File: src/rtl/nvb_pkg.sv
package nvb_pkg;

    typedef enum logic [1:0] {
        SEQ_IDLE  = 2'd0,
        SEQ_READ  = 2'd1,
        SEQ_ERASE = 2'd2,
        SEQ_PROG  = 2'd3
    } seq_state_t;

    typedef enum logic [1:0] {
        KEY_LOCKED = 2'd0,
        KEY_FIRST  = 2'd1,
        KEY_ARMED  = 2'd2
    } key_state_t;

    localparam logic [1:0] SEL_CTRL = 2'd0;
    localparam logic [1:0] SEL_DATA = 2'd1;
    localparam logic [1:0] SEL_ADDR = 2'd2;
    localparam logic [1:0] SEL_KEY  = 2'd3;

    localparam int CB_RD   = 0;
    localparam int CB_WR   = 1;
    localparam int CB_WREN = 2;
    localparam int CB_ERR  = 3;
    localparam int CB_DONE = 4;

    localparam logic [7:0] KEY_ONE  = 8'h55;
    localparam logic [7:0] KEY_TWO  = 8'hAA;
    localparam logic [7:0] ERASED_B = 8'hFF;

endpackage

File: src/rtl/nvb_array.sv
module nvb_array
    import nvb_pkg::*;
#(
    parameter int DEPTH = 64,
    parameter int DW    = 8,
    localparam int AW   = $clog2(DEPTH)
) (
    input  logic          clk,
    input  logic          por_n,
    input  logic          we,
    input  logic [AW-1:0] waddr,
    input  logic [DW-1:0] wdata,
    input  logic [AW-1:0] raddr,
    output logic [DW-1:0] rdata
);

    logic [DW-1:0] cell_q [DEPTH];

    // Power-on fills the store with the erased pattern.
    always_ff @(posedge clk) begin
        if (!por_n) begin
            for (int i = 0; i < DEPTH; i++) begin
                cell_q[i] <= DW'(ERASED_B);
            end
        end else if (we) begin
            cell_q[waddr] <= wdata;
        end
    end

    assign rdata = cell_q[raddr];

endmodule

File: src/rtl/nvb_unlock.sv
module nvb_unlock
    import nvb_pkg::*;
(
    input  logic       clk,
    input  logic       por_n,
    input  logic       warm_n,
    input  logic       wr_stb,
    input  logic [1:0] sel,
    input  logic [7:0] wdata,
    input  logic       wren,
    output logic       armed
);

    key_state_t state_q, state_d;
    logic       key_wr;

    assign key_wr = wr_stb && (sel == SEL_KEY) && wren;

    always_ff @(posedge clk) begin
        if (!por_n || !warm_n) begin
            state_q <= KEY_LOCKED;
        end else begin
            state_q <= state_d;
        end
    end

    always_comb begin
        state_d = state_q;
        if (wr_stb) begin
            unique case (state_q)
                KEY_LOCKED: state_d = (key_wr && wdata == KEY_ONE) ? KEY_FIRST : KEY_LOCKED;
                KEY_FIRST:  state_d = (key_wr && wdata == KEY_TWO) ? KEY_ARMED : KEY_LOCKED;
                KEY_ARMED:  state_d = KEY_LOCKED;
                default:    state_d = KEY_LOCKED;
            endcase
        end
    end

    assign armed = (state_q == KEY_ARMED);

endmodule

File: src/rtl/nvb_seq.sv
module nvb_seq
    import nvb_pkg::*;
#(
    parameter int AW        = 6,
    parameter int DW        = 8,
    parameter int ERASE_CYC = 8,
    parameter int PROG_CYC  = 8
) (
    input  logic          clk,
    input  logic          por_n,
    input  logic          warm_n,
    input  logic          rd_go,
    input  logic          wr_go,
    input  logic [AW-1:0] addr_in,
    input  logic [DW-1:0] data_in,
    output seq_state_t    state_o,
    output logic          arr_we,
    output logic [AW-1:0] arr_addr,
    output logic [DW-1:0] arr_wdata,
    output logic          data_ld,
    output logic          done_set,
    output logic          abort
);

    localparam int MAXC = (ERASE_CYC > PROG_CYC) ? ERASE_CYC : PROG_CYC;
    localparam int CW   = $clog2(MAXC + 1);
    localparam logic [CW-1:0] E_LAST = CW'(ERASE_CYC - 1);
    localparam logic [CW-1:0] P_LAST = CW'(PROG_CYC - 1);

    seq_state_t    state_q, state_d;
    logic [CW-1:0] cnt_q, cnt_d;
    logic [AW-1:0] addr_q;
    logic [DW-1:0] data_q;
    logic          e_end, p_end, busy_wr;

    assign e_end   = (state_q == SEQ_ERASE) && (cnt_q == E_LAST);
    assign p_end   = (state_q == SEQ_PROG)  && (cnt_q == P_LAST);
    assign busy_wr = (state_q == SEQ_ERASE) || (state_q == SEQ_PROG);

    // State register.
    always_ff @(posedge clk) begin
        if (!por_n || !warm_n) begin
            state_q <= SEQ_IDLE;
            cnt_q   <= '0;
        end else begin
            state_q <= state_d;
            cnt_q   <= cnt_d;
        end
    end

    // Operands captured at the start of an operation.
    always_ff @(posedge clk) begin
        if (!por_n) begin
            addr_q <= '0;
            data_q <= '0;
        end else if (warm_n && state_q == SEQ_IDLE) begin
            if (rd_go || wr_go) addr_q <= addr_in;
            if (wr_go)          data_q <= data_in;
        end
    end

    // Next-state logic.
    always_comb begin
        state_d = state_q;
        cnt_d   = cnt_q;
        unique case (state_q)
            SEQ_IDLE: begin
                cnt_d = '0;
                if (wr_go)      state_d = SEQ_ERASE;
                else if (rd_go) state_d = SEQ_READ;
            end
            SEQ_READ: state_d = SEQ_IDLE;
            SEQ_ERASE: begin
                if (e_end) begin
                    state_d = SEQ_PROG;
                    cnt_d   = '0;
                end else begin
                    cnt_d = cnt_q + 1'b1;
                end
            end
            SEQ_PROG: begin
                if (p_end) begin
                    state_d = SEQ_IDLE;
                    cnt_d   = '0;
                end else begin
                    cnt_d = cnt_q + 1'b1;
                end
            end
            default: state_d = SEQ_IDLE;
        endcase
    end

    // Output logic.
    always_comb begin
        state_o   = state_q;
        arr_addr  = addr_q;
        arr_we    = warm_n && (e_end || p_end);
        arr_wdata = (state_q == SEQ_ERASE) ? DW'(ERASED_B) : data_q;
        data_ld   = warm_n && (state_q == SEQ_READ);
        done_set  = warm_n && p_end;
        abort     = !warm_n && busy_wr;
    end

endmodule

File: src/rtl/nvbyte_ctrl.sv
module nvbyte_ctrl
    import nvb_pkg::*;
#(
    parameter int DEPTH     = 64,
    parameter int ERASE_CYC = 8,
    parameter int PROG_CYC  = 8
) (
    input  logic       clk,
    input  logic       por_n,
    input  logic       warm_n,
    input  logic       bus_wr,
    input  logic [1:0] bus_sel,
    input  logic [7:0] bus_wdata,
    output logic [7:0] bus_rdata
);

    localparam int DW = 8;
    localparam int AW = $clog2(DEPTH);

    logic [DW-1:0] data_q, addr_q, arr_rdata, arr_wdata;
    logic [AW-1:0] arr_addr;
    logic          wren_q, done_q, err_q;
    logic          armed, idle, ctrl_wr, rd_go, wr_go;
    logic          arr_we, data_ld, done_set, abort;
    logic          rd_busy, wr_busy;
    seq_state_t    seq_state;

    assign idle    = (seq_state == SEQ_IDLE);
    assign ctrl_wr = warm_n && bus_wr && (bus_sel == SEL_CTRL);
    assign wr_go   = ctrl_wr && idle && armed && wren_q
                     && bus_wdata[CB_WR] && bus_wdata[CB_WREN];
    assign rd_go   = ctrl_wr && idle && !wr_go && bus_wdata[CB_RD];
    assign rd_busy = (seq_state == SEQ_READ);
    assign wr_busy = (seq_state == SEQ_ERASE) || (seq_state == SEQ_PROG);

    nvb_unlock u_key (
        .clk    (clk),
        .por_n  (por_n),
        .warm_n (warm_n),
        .wr_stb (bus_wr),
        .sel    (bus_sel),
        .wdata  (bus_wdata),
        .wren   (wren_q),
        .armed  (armed)
    );

    nvb_seq #(
        .AW        (AW),
        .DW        (DW),
        .ERASE_CYC (ERASE_CYC),
        .PROG_CYC  (PROG_CYC)
    ) u_seq (
        .clk       (clk),
        .por_n     (por_n),
        .warm_n    (warm_n),
        .rd_go     (rd_go),
        .wr_go     (wr_go),
        .addr_in   (addr_q[AW-1:0]),
        .data_in   (data_q),
        .state_o   (seq_state),
        .arr_we    (arr_we),
        .arr_addr  (arr_addr),
        .arr_wdata (arr_wdata),
        .data_ld   (data_ld),
        .done_set  (done_set),
        .abort     (abort)
    );

    nvb_array #(
        .DEPTH (DEPTH),
        .DW    (DW)
    ) u_store (
        .clk   (clk),
        .por_n (por_n),
        .we    (arr_we),
        .waddr (arr_addr),
        .wdata (arr_wdata),
        .raddr (arr_addr),
        .rdata (arr_rdata)
    );

    // Control and status bits.
    always_ff @(posedge clk) begin
        if (!por_n) begin
            wren_q <= 1'b0;
            done_q <= 1'b0;
            err_q  <= 1'b0;
        end else if (!warm_n) begin
            wren_q <= 1'b0;
            err_q  <= err_q | abort;
        end else if (ctrl_wr) begin
            wren_q <= bus_wdata[CB_WREN];
            done_q <= bus_wdata[CB_DONE] | done_set;
            err_q  <= bus_wdata[CB_ERR];
        end else if (done_set) begin
            done_q <= 1'b1;
        end
    end

    // Data and address registers.
    always_ff @(posedge clk) begin
        if (!por_n) begin
            data_q <= '0;
            addr_q <= '0;
        end else if (warm_n) begin
            if (data_ld) begin
                data_q <= arr_rdata;
            end else if (bus_wr && bus_sel == SEL_DATA) begin
                data_q <= bus_wdata;
            end
            if (bus_wr && bus_sel == SEL_ADDR) begin
                addr_q <= bus_wdata;
            end
        end
    end

    always_comb begin
        unique case (bus_sel)
            SEL_CTRL: bus_rdata = {3'b000, done_q, err_q, wren_q, wr_busy, rd_busy};
            SEL_DATA: bus_rdata = data_q;
            SEL_ADDR: bus_rdata = addr_q;
            SEL_KEY:  bus_rdata = 8'h00;
            default:  bus_rdata = 8'h00;
        endcase
    end

endmodule

File: config.mk
export PLATFORM = sky130hd
export DESIGN_NAME = nvbyte_ctrl
export DESIGN_NICKNAME = d
export VERILOG_FILES = /design/src/rtl/nvb_pkg.sv /design/src/rtl/nvb_array.sv /design/src/rtl/nvb_unlock.sv /design/src/rtl/nvb_seq.sv /design/src/rtl/nvbyte_ctrl.sv
export SDC_FILE = /design/constraint.sdc
export NUM_CORES = 1
export LEC_CHECK = 0
export BUFFER_PORTS_ARGS = -buffer_cell sky130_fd_sc_hd__buf_2
export CAP_MARGIN = 0
export CELL_PAD_IN_SITES_DETAIL_PLACEMENT = 1
export CELL_PAD_IN_SITES_GLOBAL_PLACEMENT = 1
export CORE_MARGIN = 5
export CORE_UTILIZATION = 55
export CTS_CLUSTER_SIZE = 40
export DETAILED_ROUTE_END_ITERATION = 10
export PLACE_DENSITY_LB_ADDON = 0.1
export SLEW_MARGIN = 20
export SYNTH_ARGS = -nofsm -noshare
export SYNTH_HDL_FRONTEND = slang
export SYNTH_HIERARCHICAL = 1
export SYNTH_SLANG_ARGS = --single-unit
File: constraint.sdc
create_clock -name clk -period 5.78 [get_ports clk]
set_input_delay 0.289 -clock clk [delete_from_list [all_inputs] [get_ports clk]]
set_output_delay 0.289 -clock clk [all_outputs]
set_load 0.02 [all_outputs]
==> impl_metrics.py, run 1 <==
metrics = {
    "synth": {
        "syn_nets": 1849,
        "ys_ff_latch": 553,
        "synth-compound-area-share": 0.0394,
        "synthTopCellsByArea": "edfxtp_1 (59%), mux4_2 (11%), or3_1 (8.2%), or2_2 (3.4%), dfxtp_1 (3.2%)",
        "synthAdderAreaFrac": 0.000482,
        "yosysWarnings": 6,
        "synth_xor_area_frac": 0.000337,
        "synth_edf_count": 512,
        "yosysTopAreaCell": "edfxtp_1",
        "netlist_top_cells_count": "edfxtp_1 (512), or3_1 (341), clkbuf_1 (158)",
        "netlist_area_um2": 26000,
        "ys_seq_area_frac": 0.624,
        "syn_inst": 1834,
        "synthFlopType": "edfxtp_1",
        "ys_async_sr_fraction": 0,
        "synth_top_family_by_area": "simple AND/OR/NAND/NOR gates",
        "post_synth_num_cell_types": 68,
        "synth_top_area_frac": 0.592,
        "syn_avg_cell_area_um2": 14.2,
        "synthSimpleGateAreaFrac": 0.170,
        "synth_most_common_cell": "edfxtp_1",
        "synth_mux_area_frac": 0.131,
    },
    "clocking": {
        "cts_sinks": 553,
        "path_clk_slew_ns": 0.06,
        "htreeDepth": 2,
        "root_buffer": "clkbuf_16",
        "cts_tree": "built",
        "cts_setup_buffers": 0,
        "cts-hold-fix-buffers": 7,
        "cts_buffers": 58,
        "clk_path_buf_depth": 3,
        "clkLatencyLatePin_ns": 0.63,
        "cts-resized-gates": 0,
    },
    "timing": {
        "slew_viol_final": 0,
        "period_minus_slack_ns": 3.85,
        "slew_headroom": 0.257,
        "hold_viol_final": 0,
        "max_freq_ghz": 0.260,
        "rsz0062_at_grt": "no",
        "setup_tns_ns": 0,
        "holdWs_ns": 0.0671,
        "fin_skew_ns": 0.0298,
        "min_period_over_period": 0.665,
        "worstMarginPinSlew_ns": 1.10,
        "setup_viol": 0,
    },
    "place": {
        "dpl_cell_area_um2": 26300,
        "place.gp.congestion": 0.849,
        "numPortBuffers": 21,
        "hpwl_um": 46000,
    },
    "worst_setup_path": {
        "cp_max_fo": 22,
        "r2r_start": "u_seq/state_o[1]$_SDFFE_PP0P_",
        "cp-startpoint": "u_seq/state_o[1]$_SDFFE_PP0P_",
        "endpoint_kind": "flop",
        "cp.required_ns": 6.02,
        "path_class": "flop to flop",
        "startpoint_type": "flop",
        "worstPathArrival_ns": 4.09,
    },
    "routing": {
        "via_per_inst": 6.73,
        "drt-total-wl_um": 74800,
        "ant_nets": 0,
        "dr.pass1.iters": 5,
        "wl_per_cell_um": 31.0,
        "vias": 16300,
        "drc_errors": 0,
        "drt_iter0_drc": 1973,
    },
    "layout": {
        "n_fill_cell": 4256,
        "final_area_um2": 28200,
        "syn2layout_area_growth_pct": 8.73,
        "final_net_count": 1773,
        "fin_util": 0.605,
        "layout-drive-gt1-share": 0.247,
        "n_antenna_cell": 0,
    },
    "power": {
        "ir_drop_v": 0.000260,
        "p_leak_nw": 7.63,
        "p_per_area_nw_per_um2": 297,
    },
    "worst_hold_path": {
        "hold_path.class": "input port to flop",
        "worstHoldStart": "bus_wdata[2]",
    },
    "floorplanning": {
        "row_count": 79,
        "coreArea_um2": 46700,
        "ios": 22,
        "die-area_um2": 51700,
        "die_w_um": 227,
        "start_util": 0.557,
        "die_y_um": 227,
    },
    "grt": {
        "antenna_found_initial": 2,
        "grt_pass1_wl_um": 111000,
        "grt_max_degree": 65,
        "grt_pass1_vias": 16400,
        "track_usage": 0.291,
        "grt_overflow": 0,
    },
    "status": {
        "status": "completed",
    },
    "run": {
        "maxCapViolCount": 0,
    },
}
[cells in the final DEF, fill, tap and decap left out, types with 4 or more instances in the layout]
cell type      Yosys  routed
a21oi_1           13      13
or2_2            141     141
clkinv_1           0      15
o21ai_1            8      40
clkbuf_1         158       9
o41ai_1            6       6
dfxtp_1           41      37
mux2_2             5       5
or3_1            341     341
nor2_1            26      26
a21boi_0           8       8
nand2b_2           0       6
o21ai_0           64      32
o221a_1            8       8
o21a_1             8       8
nand3_1           17      16
nand2b_1          12       4
nand2_1          104     102
clkinv_2           0      18
o22ai_1           14      14
a211oi_1           7       7
edfxtp_1         512     512
bufinv_16          0       6
buf_2             18      20
buf_4             11      36
nand3b_1           7       7
nor2b_1           10      10
nor3b_1            5       5
dlygate4sd3_1      0       7
or2_1             40      40
nand4_1            5       5
mux4_2           132     132
mux2i_1           38      38
clkbuf_16          0      59
[registers in the layout, indices dropped and copies added (netlist names)]
signal	cells
u_seq/state_o	2
done_q	1
u_seq/cnt_q	4
u_seq/arr_addr	6
u_store/cell_q	512
u_seq/data_q	8
wren_q	1
err_q	1
data_q	8
addr_q	8
u_key/state_q	2
[per-stage QoR]
stage	total power, W	std cells	worst slack, ns
floorplan	0.00467	1834	3.11
CTS	0.00844	2415	1.82
global placement	0.00475	2298	2.02
finish	0.00839	2415	1.93
detailed placement	0.00476	2298	1.82
global route	0.00866	2415	1.78
[final timing paths]
check	end	slack, ns	cells after the start
worst max-delay path	u_store/cell_q[53][3]$_SDFFCE_PN1P_	1.93	5
worst min-delay path	addr_q[2]$_SDFFE_PN0P_	0.07	3
worst max register to register	u_store/cell_q[53][3]$_SDFFCE_PN1P_	1.93	5
worst min register to register	u_seq/data_q[7]$_SDFFE_PN0P_	0.45	2
[where the power goes]
part / internal (W) / switching (W) / leakage, nW
Sequential: 0.00446 / 0.0000460 / 4.72
Clock: 0.00213 / 0.00157 / 0.930
Combinational: 0.0000479 / 0.000126 / 1.98
Total: 0.00664 / 0.00175 / 7.63
[kinds of logic (layout without fill, tap and decap cells)]
family / count (synthesis) / after routing
and+or+nand+nor: 742 / 742
DFF: 553 / 553
buffers and inverters: 203 / 177
muxes: 175 / 175
AOI/OAI and AO/OA: 159 / 159
adders and majority gates: 1 / 1
xor gates and xnor gates: 1 / 1
[layer usage]
layer / share of wire / wire length, µm / up-vias / global-route usage
met4: 0.025 / 1910 / 0 / 0.0777
met5: 0 / 0 / - / 0
li1: - / - / 6880 / -
met2: 0.47 / 35400 / 739 / 0.450
met1: 0.42 / 31500 / 8522 / 0.434
met3: 0.080 / 5990 / 123 / 0.0511
[layout make-up]
| type | count | area [µm²] | area share |
|---|---|---|---|
| Clock inverter | 42 | 367 | 0.0130 |
| Clock buffer | 68 | 1510 | 0.0535 |
| Multi-Input combinational cell | 1078 | 8920 | 0.316 |
| Tap cell | 607 | 759 | 0.0269 |
| Timing Repair Buffer | 64 | 460 | 0.0163 |
| Sequential cell | 553 | 16200 | 0.574 |
| Inverter | 3 | 11.3 | 0.000399 |
[critical path, cell delays in order, from the launching register on]
cell and delay (ns):
dfxtp_1 0.74, and4_2 0.49, and2_1 0.31, nand2_1 0.62, buf_4 0.42, o21ai_0 0.87
Power figures use the tool's default switching activity.
==> run 2, diff against run 1 <==
--- a/config.mk
+++ b/config.mk
@@ -5,12 +5,13 @@
 export SDC_FILE = /design/constraint.sdc
 export NUM_CORES = 1
 export LEC_CHECK = 0
+export ABC_AREA = 1
 export BUFFER_PORTS_ARGS = -buffer_cell sky130_fd_sc_hd__buf_2
 export CAP_MARGIN = 0
 export CELL_PAD_IN_SITES_DETAIL_PLACEMENT = 1
 export CELL_PAD_IN_SITES_GLOBAL_PLACEMENT = 1
 export CORE_MARGIN = 5
-export CORE_UTILIZATION = 55
+export CORE_UTILIZATION = 50
 export CTS_CLUSTER_SIZE = 40
 export DETAILED_ROUTE_END_ITERATION = 10
 export PLACE_DENSITY_LB_ADDON = 0.1
==> constraint.sdc (replaced) <==
create_clock -name clk -period 4 [get_ports clk]
set_input_delay 0.2 -clock clk [delete_from_list [all_inputs] [get_ports clk]]
set_output_delay 0.2 -clock clk [all_outputs]
set_load 0.02 [all_outputs]
==> run 2 against run 1 <==
Net effect:
- fmax increased by 8.9%
- final cell count rose by 47%
- sequential share of layout area fell by 1.3 points
- power is 46% higher
==> impl_metrics.py, run 2 <==
metrics = {
    "worst_setup_path": {
        "worstPathArrival_ns": 3.79,
        "path_cells": "nand3_1 > nor3_1 > nand2_1 > nor2_1 > inv_1 > o21ai_0",
        "cp_max_fo": 12,
        "endpoint_kind": "flop",
        "path_class": "flop to flop",
        "cp.required_ns": 4.25,
        "crit_slowest_cell": "o21ai_0",
        "rr_worst_depth": 6,
        "slowest_delay_ns": 1.01,
        "startpoint_type": "flop",
    },
    "place": {
        "dpl_cell_area_um2": 26800,
        "hpwl_um": 51100,
        "numPortBuffers": 21,
        "place.gp.congestion": 0.852,
        "place_ws_ns": 0.401,
    },
    "synth": {
        "netlist_top_cells_count": "nand2_1 (1,259), edfxtp_1 (512), nand3_1 (446)",
        "syn_avg_cell_area_um2": 9.22,
        "synth_edf_count": 512,
        "yosysWarnings": 6,
        "ys_ff_latch": 553,
        "synthTopCellsByArea": "edfxtp_1 (59%), nand2_1 (18%), nand3_1 (8.5%), dfxtp_1 (3.1%), o21ai_0 (1.6%)",
        "netlist_area_um2": 26200,
        "synthFlopType": "edfxtp_1",
        "syn_nets": 2860,
        "post_synth_num_cell_types": 32,
        "ys_async_sr_fraction": 0,
        "ys_seq_area_frac": 0.618,
        "synth_most_common_cell": "nand2_1",
        "yosysTopAreaCell": "edfxtp_1",
        "syn_inst": 2845,
        "synth_top_area_frac": 0.586,
    },
    "timing": {
        "hold_viol_final": 0,
        "slew_headroom": 0.270,
        "max_freq_ghz": 0.283,
        "rsz0062_at_grt": "no",
        "setup_viol": 0,
        "finalWorstSetupSlack_ns": 0.469,
        "period_minus_slack_ns": 3.53,
        "slew_viol_final": 0,
        "min_period_over_period": 0.883,
        "worstMarginPinSlew_ns": 1.08,
        "holdWs_ns": 0.0950,
        "setup_tns_ns": 0,
        "fin_skew_ns": 0.0164,
    },
    "grt": {
        "grt_pass1_wl_um": 125000,
        "track_usage": 0.285,
        "grt_overflow": 0,
        "antenna_found_initial": 0,
        "grt_max_degree": 121,
        "grt_pass1_vias": 21300,
    },
    "clocking": {
        "cts_buffers": 59,
        "path_clk_slew_ns": 0.06,
        "htreeDepth": 2,
        "cts_tree": "built",
        "cts_setup_buffers": 0,
        "clkLatencyLatePin_ns": 0.64,
        "root_buffer": "clkbuf_16",
        "cts_sinks": 553,
        "clk_path_buf_depth": 3,
    },
    "layout": {
        "fin_util": 0.553,
        "regMostFlops": "u_store/cell_q",
        "final_area_um2": 28900,
        "largest_register_ffs": 512,
        "final_cell_mix": "nand2_1 (1,259), edfxtp_1 (512), nand3_1 (446), nor2_1 (96)",
        "final_net_count": 2819,
        "n_antenna_cell": 0,
        "layout_commonest_cell": "nand2_1",
        "layout-drive-gt1-share": 0.0985,
        "syn2layout_area_growth_pct": 10.2,
    },
    "floorplanning": {
        "die_y_um": 239,
        "start_util": 0.502,
        "coreArea_um2": 52200,
        "die_w_um": 239,
        "row_count": 84,
        "die-area_um2": 57100,
        "ios": 22,
    },
    "routing": {
        "ant_nets": 0,
        "drc_errors": 0,
        "wl_per_cell_um": 23.1,
        "drt-total-wl_um": 81900,
        "vias": 20600,
        "via_per_inst": 5.83,
        "drt_iter0_drc": 1905,
        "dr.pass1.iters": 5,
    },
    "run": {
        "maxCapViolCount": 0,
    },
    "power": {
        "p_per_area_nw_per_um2": 425,
        "p_leak_nw": 9.75,
        "ir_drop_v": 0.000312,
    },
    "worst_hold_path": {
        "hold-path-cell-count": 7,
        "hold_path.class": "input port to flop",
    },
    "status": {
        "status": "completed",
    },
}
## run 2: cell count changes after synthesis, sizes merged, moves of 98 or more
cell / change
nand3: +433
or3: -341
nand2: +1161
or2: -181
mux4: -132
inv: +98
nor2: +123
## run 2: where the power goes
group	internal (W)	leakage [nW]	switching (W)
Clock	0.00326	0.939	0.00235
Combinational	0.0000612	4.52	0.000201
Sequential	0.00638	4.29	0.0000290
Total	0.00969	9.75	0.00258
## run 2: critical path: cells and delay by family (launching register included)
family          cells  cell delay [ns]
flops               1             0.63
buf+inv             1             0.39
simple gates        4             1.11
compound gates      1             1.01
## run 2: cell type report
type	count	area [µm²]
clock buffer	67	1530
inverter	102	398
timing repair buffer	86	703
multi-input combinational	2002	8770
sequential	553	16200
clock inverter	43	443
fill	5909	23300
tap	688	861
## run 2: what timing repair did
item	in CTS	in global routing
hold buffers	9	0
endpoints found under the setup margin	0	0
resized for setup	0	0
hold endpoints to repair	13	0
## run 2: cell families after synthesis
logic type / count (synthesis) / synth area share
AND/OR/NAND/NOR: 1888 / 0.311
flip-flops: 553 / 0.618
buffers and inverters: 290 / 0.0480
AO/OA/AOI/OAI: 113 / 0.0226
adder cells (fa/ha/maj): 1 / 0.000477
## run 2: layer usage
layer	track usage	up-vias	wire length, µm	share of wire
li1	-	9393	-	-
met1	0.383	10400	33700	0.41
met2	0.486	730	40300	0.49
met3	0.0371	136	5460	0.067
met4	0.0887	0	2500	0.031
met5	0	-	0	0
## run 2: worst paths after layout
| check | start | slack (ns) | endpoint |
|---|---|---|---|
| worst max register to register | u_seq/state_o[1]$_SDFFE_PP0P_ | 0.47 | u_store/cell_q[3][4]$_SDFFCE_PN1P_ |
| worst min register to register | done_q$_SDFFE_PN0P_ | 0.48 | done_q$_SDFFE_PN0P_ |
| worst min-delay path | warm_n | 0.1 | done_q$_SDFFE_PN0P_ |
| worst max-delay path | u_seq/state_o[1]$_SDFFE_PP0P_ | 0.47 | u_store/cell_q[3][4]$_SDFFCE_PN1P_ |
## run 2: through the flow
step                total power (W)  std cells
floorplan                   0.00668       2845
global placement            0.00677       3422
detailed placement          0.00678       3422
CTS                          0.0124       3541
global route                 0.0126       3541
finish                       0.0123       3541
